--- src/rtl/rpd_pkg.sv ---
package rpd_pkg;

   // True when v is a positive power of two.
   function automatic bit rpd_is_pow2(input int v);
      return (v > 0) && ((v & (v - 1)) == 0);
   endfunction

   // Index of the ring neighbour just below idx, wrapping at bit 0.
   function automatic int rpd_below(input int idx, input int w);
      return (idx + w - 1) % w;
   endfunction

endpackage

--- src/rtl/rpd_match.sv ---
module rpd_match
   import rpd_pkg::*;
#(
   parameter int WORD_W = 8,
   parameter int POS_W  = 3
) (
   input  logic [WORD_W-1:0] word,
   output logic [POS_W-1:0]  pos
);

   logic [WORD_W-1:0] hit;

   // One comparator per ring position: the required bit set, the
   // neighbour below it masked out, and all other bits clear.
   generate
      for (genvar k = 0; k < WORD_W; k++) begin : g_shape
         localparam int REQ = WORD_W - 1 - k;
         localparam int NB  = rpd_below(REQ, WORD_W);
         localparam logic [WORD_W-1:0] MUST = WORD_W'(1) << REQ;
         localparam logic [WORD_W-1:0] CARE = ~(WORD_W'(1) << NB);
         assign hit[k] = ((word & CARE) == MUST);
      end
   endgenerate

   // The shape nearest the MSB wins. Later assignments override
   // earlier ones, so the loop runs from the LSB end upward.
   always_comb begin
      pos = '0;
      for (int k = WORD_W - 1; k >= 0; k--) begin
         if (hit[k]) pos = POS_W'(k);
      end
   end

endmodule

--- src/rtl/rpd_phase.sv ---
module rpd_phase
   import rpd_pkg::*;
#(
   parameter int LANES = 2,
   parameter int PH_W  = 1
) (
   input  logic             clk,
   input  logic             rst,
   output logic [PH_W-1:0]  phase,
   output logic [LANES-1:0] lane_en
);

   logic [PH_W-1:0] phase_q;

   always_ff @(posedge clk) begin
      if (rst) phase_q <= '0;
      else     phase_q <= phase_q + PH_W'(1);
   end

   generate
      for (genvar i = 0; i < LANES; i++) begin : g_en
         assign lane_en[i] = (phase_q == PH_W'(i));
      end
   endgenerate

   assign phase = phase_q;

   // exactly one lane is enabled per cycle
   a_r8_one_lane: assert property (@(posedge clk) disable iff (rst)
      $onehot(lane_en));

   // the phase steps by one every cycle
   a_r8_phase_step: assert property (@(posedge clk) disable iff (rst)
      !$past(rst) |-> phase_q == PH_W'($past(phase_q) + PH_W'(1)));

   // reset returns the phase to zero
   a_r7_phase_reset: assert property (@(posedge clk)
      $past(rst) |-> phase_q == '0);

endmodule

--- src/rtl/rpd_lane.sv ---
module rpd_lane
   import rpd_pkg::*;
#(
   parameter int WORD_W = 8,
   parameter int POS_W  = 3
) (
   input  logic              clk,
   input  logic              rst,
   input  logic              en,
   input  logic [WORD_W-1:0] word_in,
   output logic [POS_W-1:0]  pos_q
);

   logic [WORD_W-1:0] cap_q;
   logic [POS_W-1:0]  pos_d;
   logic [POS_W-1:0]  pos_r;

   // The captured word stays put for a whole lane period, which
   // gives the decoder the full window to settle.
   always_ff @(posedge clk) begin
      if (rst)     cap_q <= '0;
      else if (en) cap_q <= word_in;
   end

   rpd_match #(.WORD_W(WORD_W), .POS_W(POS_W)) u_match (
      .word (cap_q),
      .pos  (pos_d)
   );

   always_ff @(posedge clk) begin
      if (rst)     pos_r <= '0;
      else if (en) pos_r <= pos_d;
   end

   assign pos_q = pos_r;

   // an idle lane holds its result
   a_r8_lane_hold: assert property (@(posedge clk) disable iff (rst)
      (!en && !$past(rst)) |=> $stable(pos_r));

   // an all-zero capture produces a zero result
   a_r4_zero_word: assert property (@(posedge clk) disable iff (rst)
      (en && cap_q == '0) |=> pos_r == '0);

   // reset clears both lane registers
   a_r7_lane_reset: assert property (@(posedge clk)
      $past(rst) |-> (pos_r == '0 && cap_q == '0));

endmodule

--- src/rtl/ring_pos_decoder.sv ---
module ring_pos_decoder
   import rpd_pkg::*;
#(
   parameter int WORD_W = 8,
   parameter int LANES  = 2
) (
   input  logic                       clk,
   input  logic                       rst,
   input  logic                       word_vld,
   input  logic [WORD_W-1:0]          word_in,
   output logic                       pos_vld,
   output logic [$clog2(WORD_W)-1:0]  pos_out
);

   localparam int POS_W = $clog2(WORD_W);
   localparam int PH_W  = (LANES > 2) ? $clog2(LANES) : 1;
   localparam int VLD_D = LANES + 1;

   // Elaboration-time parameter checks
   generate
      if (WORD_W < 3 || !rpd_is_pow2(WORD_W)) begin : g_bad_width
         $error("ring_pos_decoder: WORD_W must be a power of two, at least 4");
      end
      if (LANES < 2 || !rpd_is_pow2(LANES)) begin : g_bad_lanes
         $error("ring_pos_decoder: LANES must be a power of two, at least 2");
      end
   endgenerate

   logic [PH_W-1:0]  phase;
   logic [LANES-1:0] lane_en;
   logic [POS_W-1:0] lane_pos [LANES];
   logic [PH_W-1:0]  sel;
   logic [VLD_D-1:0] vpipe_q;

   rpd_phase #(.LANES(LANES), .PH_W(PH_W)) u_phase (
      .clk     (clk),
      .rst     (rst),
      .phase   (phase),
      .lane_en (lane_en)
   );

   generate
      for (genvar i = 0; i < LANES; i++) begin : g_lane
         rpd_lane #(.WORD_W(WORD_W), .POS_W(POS_W)) u_lane (
            .clk     (clk),
            .rst     (rst),
            .en      (lane_en[i]),
            .word_in (word_in),
            .pos_q   (lane_pos[i])
         );
      end
   endgenerate

   // Phase has already moved on, so the lane that loaded on the last
   // edge is the one just behind it.
   assign sel     = phase - PH_W'(1);
   assign pos_out = lane_pos[sel];

   // Valid: one capture stage plus one stage per lane period.
   always_ff @(posedge clk) begin
      if (rst) vpipe_q <= '0;
      else     vpipe_q <= {vpipe_q[VLD_D-2:0], word_vld};
   end

   assign pos_vld = vpipe_q[VLD_D-1];

   // Edges since reset, saturating; gates the history checks below.
   logic [1:0] seen_q;
   always_ff @(posedge clk) begin
      if (rst)              seen_q <= '0;
      else if (seen_q != 3) seen_q <= seen_q + 2'd1;
   end

   generate
      if (LANES == 2) begin : g_chk2
         // valid follows the input strobe three edges later
         a_r6_vld_delay: assert property (@(posedge clk) disable iff (rst)
            (seen_q == 3) |-> pos_vld == $past(word_vld, 3));

         // a zero word shows as position zero at the fixed latency
         a_r5_zero_latency: assert property (@(posedge clk) disable iff (rst)
            (seen_q == 3 && $past(word_in, 3) == '0) |-> pos_out == '0);
      end
   endgenerate

   // outputs are clear right after reset
   a_r7_out_reset: assert property (@(posedge clk)
      $past(rst) |-> (pos_out == '0 && !pos_vld));

endmodule

--- config.mk ---
export PLATFORM = sky130hd
export DESIGN_NAME = ring_pos_decoder
export DESIGN_NICKNAME = d
export VERILOG_FILES = /design/src/rtl/rpd_pkg.sv /design/src/rtl/rpd_match.sv /design/src/rtl/rpd_phase.sv /design/src/rtl/rpd_lane.sv /design/src/rtl/ring_pos_decoder.sv
export SDC_FILE = /design/constraint.sdc
export NUM_CORES = 1
export LEC_CHECK = 0
export ABC_AREA = 0
export BUFFER_PORTS_ARGS = -buffer_cell sky130_fd_sc_hd__buf_2
export CORE_MARGIN = 4
export CORE_UTILIZATION = 40
export CTS_CLUSTER_SIZE = 16
export DETAILED_ROUTE_END_ITERATION = 7
export SYNTH_ARGS = -nofsm -noshare
export SYNTH_HDL_FRONTEND = slang
export SYNTH_HIERARCHICAL = 1
export SYNTH_SLANG_ARGS = --single-unit
--- constraint.sdc ---
create_clock -name clk -period 1.2 [get_ports clk]
set_input_delay 0.06 -clock clk [delete_from_list [all_inputs] [get_ports clk]]
set_output_delay 0.06 -clock clk [all_outputs]
set_load 0.02 [all_outputs]
## Yosys cells after proc, flatten, opt, wreduce, memory -nomap -nowiden

Cells that the tools add are included.

- Bitwise logic cells: 1
- Order comparisons: 1
- Add/sub/neg operators: 2
- Equal/unequal tests: 16
- Muxes and demuxes: 19

Operators with widths:

| kind | count |
|---|---|
| two-way mux 3 bit | 19 |
| == test 7 x 1 -> 1 bit, second input constant | 4 |
| == test 7 x 2 -> 1 bit, second input constant | 2 |
| == test 7 x 3 -> 1 bit, second input constant | 2 |
| == test 7 x 4 -> 1 bit, second input constant | 2 |
| == test 7 x 5 -> 1 bit, second input constant | 2 |
| == test 7 x 6 -> 1 bit, second input constant | 2 |
| == test 7 bit, second input constant | 2 |
| greater-or-equal comparator 2 bit, second input constant | 1 |
| NOT 1 -> 2 bit | 1 |
| adder 1 bit, second input constant | 1 |
| subtractor 1 bit, second input constant | 1 |

- Output and inout port bits: 4
- Bits of input ports: 11
- Register bits: 26

## Depth between registers and ports, before layout

- Depth in word-level cells: 9
- Gate-level depth with buffers: 5
- Gate-level depth less buffers: 5

## Hierarchy

The synthesis kept the hierarchy.

Modules (own cells, without submodules):

| module | cells an instance | area an instance (sq um) | instances |
|---|---|---|---|
| rpd_lane | 35 | 386.6 | 2 |
| rpd_match (g_lane[0].u_lane.u_match) | 24 | 153.9 | 1 |
| rpd_match (g_lane[1].u_lane.u_match) | 20 | 127.6 | 1 |
| ring_pos_decoder | 9 | 112.6 | 1 |
| rpd_phase | 4 | 35.0 | 1 |

## Least setup slack after synthesis

No wires, ideal clock.

- Kind: reg2reg
- From: register g_lane[1].u_lane.cap_q[6]
- To: register g_lane[1].u_lane.pos_r[1]
- Required time: 1.135 ns
- Cell stages (with the launch flop): 6
- Arrival time: 1.158 ns
- Buffers on the path: 0
- Library setup time: 0.065 ns
- Slack: -0.023 ns
- Period minus slack after synthesis: 1.223 ns
- Cells stage by stage: dfxtp_1 > nor2_2 > or4b_1 > o22ai_1 > mux2i_1 > nor2_1

- Cells in the longest elaborated chain, start to end: 9

RTL lines:

| element | line | source |
|---|---|---|
| from (decl) | rpd_lane.sv:14 | `logic [WORD_W-1:0] cap_q;` |
| from (signal assigned) | rpd_lane.sv:22 | `else if (en) cap_q <= word_in;` |
| == test 7 x 1 -> 1 bit | rpd_match.sv:21 | `assign hit[k] = ((word & CARE) == MUST);` |
| two-way mux 3 bit (6 in series) | rpd_match.sv:30 | `if (hit[k]) pos = POS_W'(k);` |
| two-way mux 3 bit (*) (2 in series) | rpd_match.sv:30 |  |
| via g_lane[1].u_lane.pos_d[1] | rpd_lane.sv:15 | `logic [POS_W-1:0] pos_d;` |
| to (signal assigned) | rpd_lane.sv:32 | `else if (en) pos_r <= pos_d;` |
| to (decl) | rpd_lane.sv:16 | `logic [POS_W-1:0] pos_r;` |

The timed path passes the listed nets; every way through them passes the cells marked *.
A chain may end at the register's enable or synchronous reset.

## Worst setup path after layout

- From: register g_lane[1].u_lane.cap_q[5]
- To: register g_lane[1].u_lane.pos_r[1]

- Cells in the longest elaborated chain, start to end: 9

RTL lines:

| element | line |
|---|---|
| == test 7 x 1 -> 1 bit | rpd_match.sv:21 |
| two-way mux 3 bit (7 in series) | rpd_match.sv:30 |
| two-way mux 3 bit (*) | rpd_match.sv:30 |
| via g_lane[1].u_lane.pos_d[1] | rpd_lane.sv:15 |

Marks and branches as above.

==> results_dict.tcl <==
set metrics [dict create \
    outcome "finished, violations left" \
    violations "negative setup slack" \
    min_period_ns 1.349 \
    drc 0 \
    worst_r2r_startpoint "g_lane[1].u_lane/cap_q[5]$_SDFFE_PP0P_" \
    port_buffers 14 \
    critPathMaxFanout 3 \
    start_util_pct 42.86 \
    clkPwrFrac_pct 24.0 \
    cp_top_family "simple AND/OR/NAND/NOR gates" \
    cts_sinks 26 \
    grt_antenna_before_repair 0 \
    dieArea_mm2 0.003947 \
    power.switching_uw 500.2 \
    first_pass_iters 4 \
    cp.depth 5 \
    p_comb_share_pct 22.1 \
    fin_util_pct 56.29 \
    overflow 0 \
    max_stage_delay_ns 0.50 \
    synth_cells 127 \
    syn_nets 138 \
    max_freq_ghz 0.7411 \
    routabilityCongestion 0.8107 \
    ir_worst_vdd_uv 621.5 \
    rr_worst_depth 5 \
    fin_crit_sh_pct 112.4 \
    cp-start-kind "flip-flop" \
    track_usage_pct 13.87 \
    crit_end "g_lane[1].u_lane/pos_q[1]$_SDFFE_PP0P_" \
    finalSetupViolations 8 \
    path_class "reg2reg" \
    p_leak_uw 0.0007072 \
    diodes 0 \
    cts_buffers 3 \
    antenna_left 0 \
    ys_ff_latch 26 \
    synth_cell_types 27 \
    clk_pin_slew_ns 0.14 \
    clock_path_buffers 2 \
    syn_area_per_cell_um2 9.468 \
    r2r_setup_slack_ns -0.15 \
    root_buffer "clkbuf_4" \
    power.internal_uw 1333 \
    grt_max_degree 27 \
    slew_violations 0 \
    grt_pass1_wl_um 4374 \
    clk_latency_ns 0.31 \
    syn_area_mm2 0.001202 \
    syn_to_final_growth_pct 31.32 \
    first_global_vias 924 \
    cp-end-kind "flip-flop" \
    critPathRequiredTime_ns 1.46 \
    p_per_area_mw_per_mm2 1161 \
    placed_cells 179 \
    die_h_um 62.83 \
    ys.warnings.count 6 \
    rsz0062_at_grt "yes" \
    nets 172 \
    vias_per_cell 5.251 \
    cp_slowest_cell "or4b_4" \
    drive_above_1_share_pct 30.63 \
    max_slew_margin_pct 69.34 \
    cts_tree "yes" \
    place_ws_ns -0.1472 \
    die_x_um 62.83 \
    finalHoldViolCount 0 \
    avgRoutedWirePerCell_um 13.80 \
    startpoint "g_lane[1].u_lane/cap_q[5]$_SDFFE_PP0P_" \
    yosysSeqAreaShare_pct 43.29 \
    fin_ws_ns -0.1494 \
    io_pins 15 \
    switching_share_pct 27.28 \
    finalClockSkew_ns 0.002061 \
    path_cells "nor2_4 > or4b_4 > o22ai_4 > mux2i_1 > nor2_1" \
    hold_path.class "in2reg" \
    tightest_slew_ns 0.4598 \
    via_count 1003 \
    fin_setup_tns_ns -0.4645 \
    htreeDepth 1 \
    drt_iter0_markers 25 \
    pwr-share-seq_pct 53.9 \
    fillers 265 \
    cp.buffers_inverters 0 \
    coreArea_mm2 0.002805 \
    worstPathArrival_ns 1.61 \
    wl_um 2636 \
    drv_cap 0 \
    dp_hpwl_um 1842 \
    fin_cells 191 \
    r2r-end "g_lane[1].u_lane/pos_q[1]$_SDFFE_PP0P_" \
    rows 19 \
]
==> layout by cell type (no fill, tap or decap), types with 2 or more instances in the layout <==
cell	n
clkbuf_4	3
inv_1	2
nor3b_1	4
buf_4	12
mux2i_1	22
dlygate4sd3_1	7
dfxtp_1	19
dfxtp_4	2
mux2_4	3
nor4_1	2
buf_6	3
buf_2	11
nor2_4	2
nor2b_1	6
and2b_1	3
o211ai_1	4
dfxtp_2	5
nand3_1	4
nor2_1	28
o21ai_1	3
==> worst min-delay path: cells and delay by family <==
kind	cells	cell delay (ns)
muxes	1	0.06
buffers and inverters	1	0.10
and+or+nand+nor	1	0.08
==> metrics by stage <==
step | instance area (um2) | hold slack, ns | total power [uW]
floorplan | 1207 | 0.1250 | 1221
global placement | 1381 | 0.2821 | 1328
detailed placement | 1381 | 0.2818 | 1336
CTS | 1540 | 0.001049 | 1829
global route | 1579 | 0.006068 | 1941
finish | 1579 | 0.01050 | 1834
==> routing by layer <==
| layer | global-route usage [%] | routed length (um) | share of wire [%] | vias to the layer above |
|---|---|---|---|---|
| met5 | 0 | 0 | 0 | - |
| met4 | 4.959 | 16 | 0.61 | 0 |
| met3 | 3.597 | 124 | 4.7 | 2 |
| met2 | 21.17 | 1222 | 46 | 25 |
| met1 | 18.77 | 1272 | 48 | 459 |
| li1 | - | - | - | 517 |
==> cell usage after synthesis <==
library cell	instances	area share [%]
a2111oi_2	1	1.2
a21oi_1	1	0.42
a22oi_1	1	0.62
and2b_1	3	1.9
buf_4	1	0.62
buf_6	2	1.9
clkbuf_1	2	0.62
dfxtp_1	26	43
inv_1	2	0.62
mux2_2	3	2.8
mux2i_1	23	19
nand2_1	1	0.31
nand3_1	4	1.7
nand4_1	1	0.52
nor2_1	28	8.7
nor2_2	1	0.52
nor2_4	1	0.94
nor2b_1	6	3.1
nor3_1	1	0.42
nor3b_1	4	2.5
nor4_1	3	1.6
o211ai_1	4	2.5
o21ai_0	3	1.2
o21ai_1	2	0.83
o22ai_1	1	0.52
or4_1	1	0.62
or4b_1	1	0.83
==> kinds of logic (layout without fill, tap and decap cells) <==
group | Yosys count | in the layout | synth area share, %
AOI/OAI and AO/OA | 13 | 13 | 7.388
and+or+nand+nor | 55 | 55 | 23.62
DFF | 26 | 26 | 43.29
buffers and inverters | 7 | 40 | 3.747
muxes | 26 | 26 | 21.96
==> power by group through the flow <==
stage | Combinational, uW | Clock [uW] | Sequential [uW]
2_1_floorplan | 233 | 0 | 988
3_3_place_gp | 332 | 0 | 996
3_5_place_dp | 338 | 0 | 997
4_1_cts | 383 | 463 | 982
5_1_grt | 443 | 500 | 999
6_report | 405 | 440 | 989
==> sequential cells by signal, summed over array words and instances (netlist names) <==
| register | count |
|---|---|
| vpipe_q | 3 |
| g_lane.u_lane/cap_q | 16 |
| u_phase/phase | 1 |
| g_lane.u_lane/pos_q | 6 |
==> worst min path at each step <==
stage | from | endpoint | cells past startpoint
after detailed placement | word_vld | vpipe_q[0]$_SDFF_PP0_ | 2
after floorplan | rst | g_lane[1].u_lane/cap_q[5]$_SDFFE_PP0P_ | 1
after global routing | word_in[3] | g_lane[0].u_lane/cap_q[3]$_SDFFE_PP0P_ | 3
after CTS | word_in[3] | g_lane[0].u_lane/cap_q[3]$_SDFFE_PP0P_ | 3
final | word_in[3] | g_lane[0].u_lane/cap_q[3]$_SDFFE_PP0P_ | 3
after global placement | word_vld | vpipe_q[0]$_SDFF_PP0_ | 2
==> repair_timing <==
| item | in CTS | in global routing |
|---|---|---|
| setup buffers | 1 | 0 |
| pin swaps | 4 | 0 |
| endpoints found under the hold margin | 11 | 0 |
| setup endpoints to repair | 9 | 9 |
| hold buffers | 7 | 0 |
| resized for setup | 17 | 9 |
==> layout make-up <==
| cell class | instances | area [um2] | share of cell area [%] |
|---|---|---|---|
| Inverter | 2 | 7.507 | 0.4754 |
| Multi-Input combinational cell | 94 | 693.2 | 43.90 |
| Sequential cell | 26 | 534.3 | 33.84 |
| Timing Repair Buffer | 34 | 269.0 | 17.04 |
| Clock buffer | 4 | 36.28 | 2.298 |
| Tap cell | 31 | 38.79 | 2.456 |
Note: power is estimated with default switching activity, not from simulation.
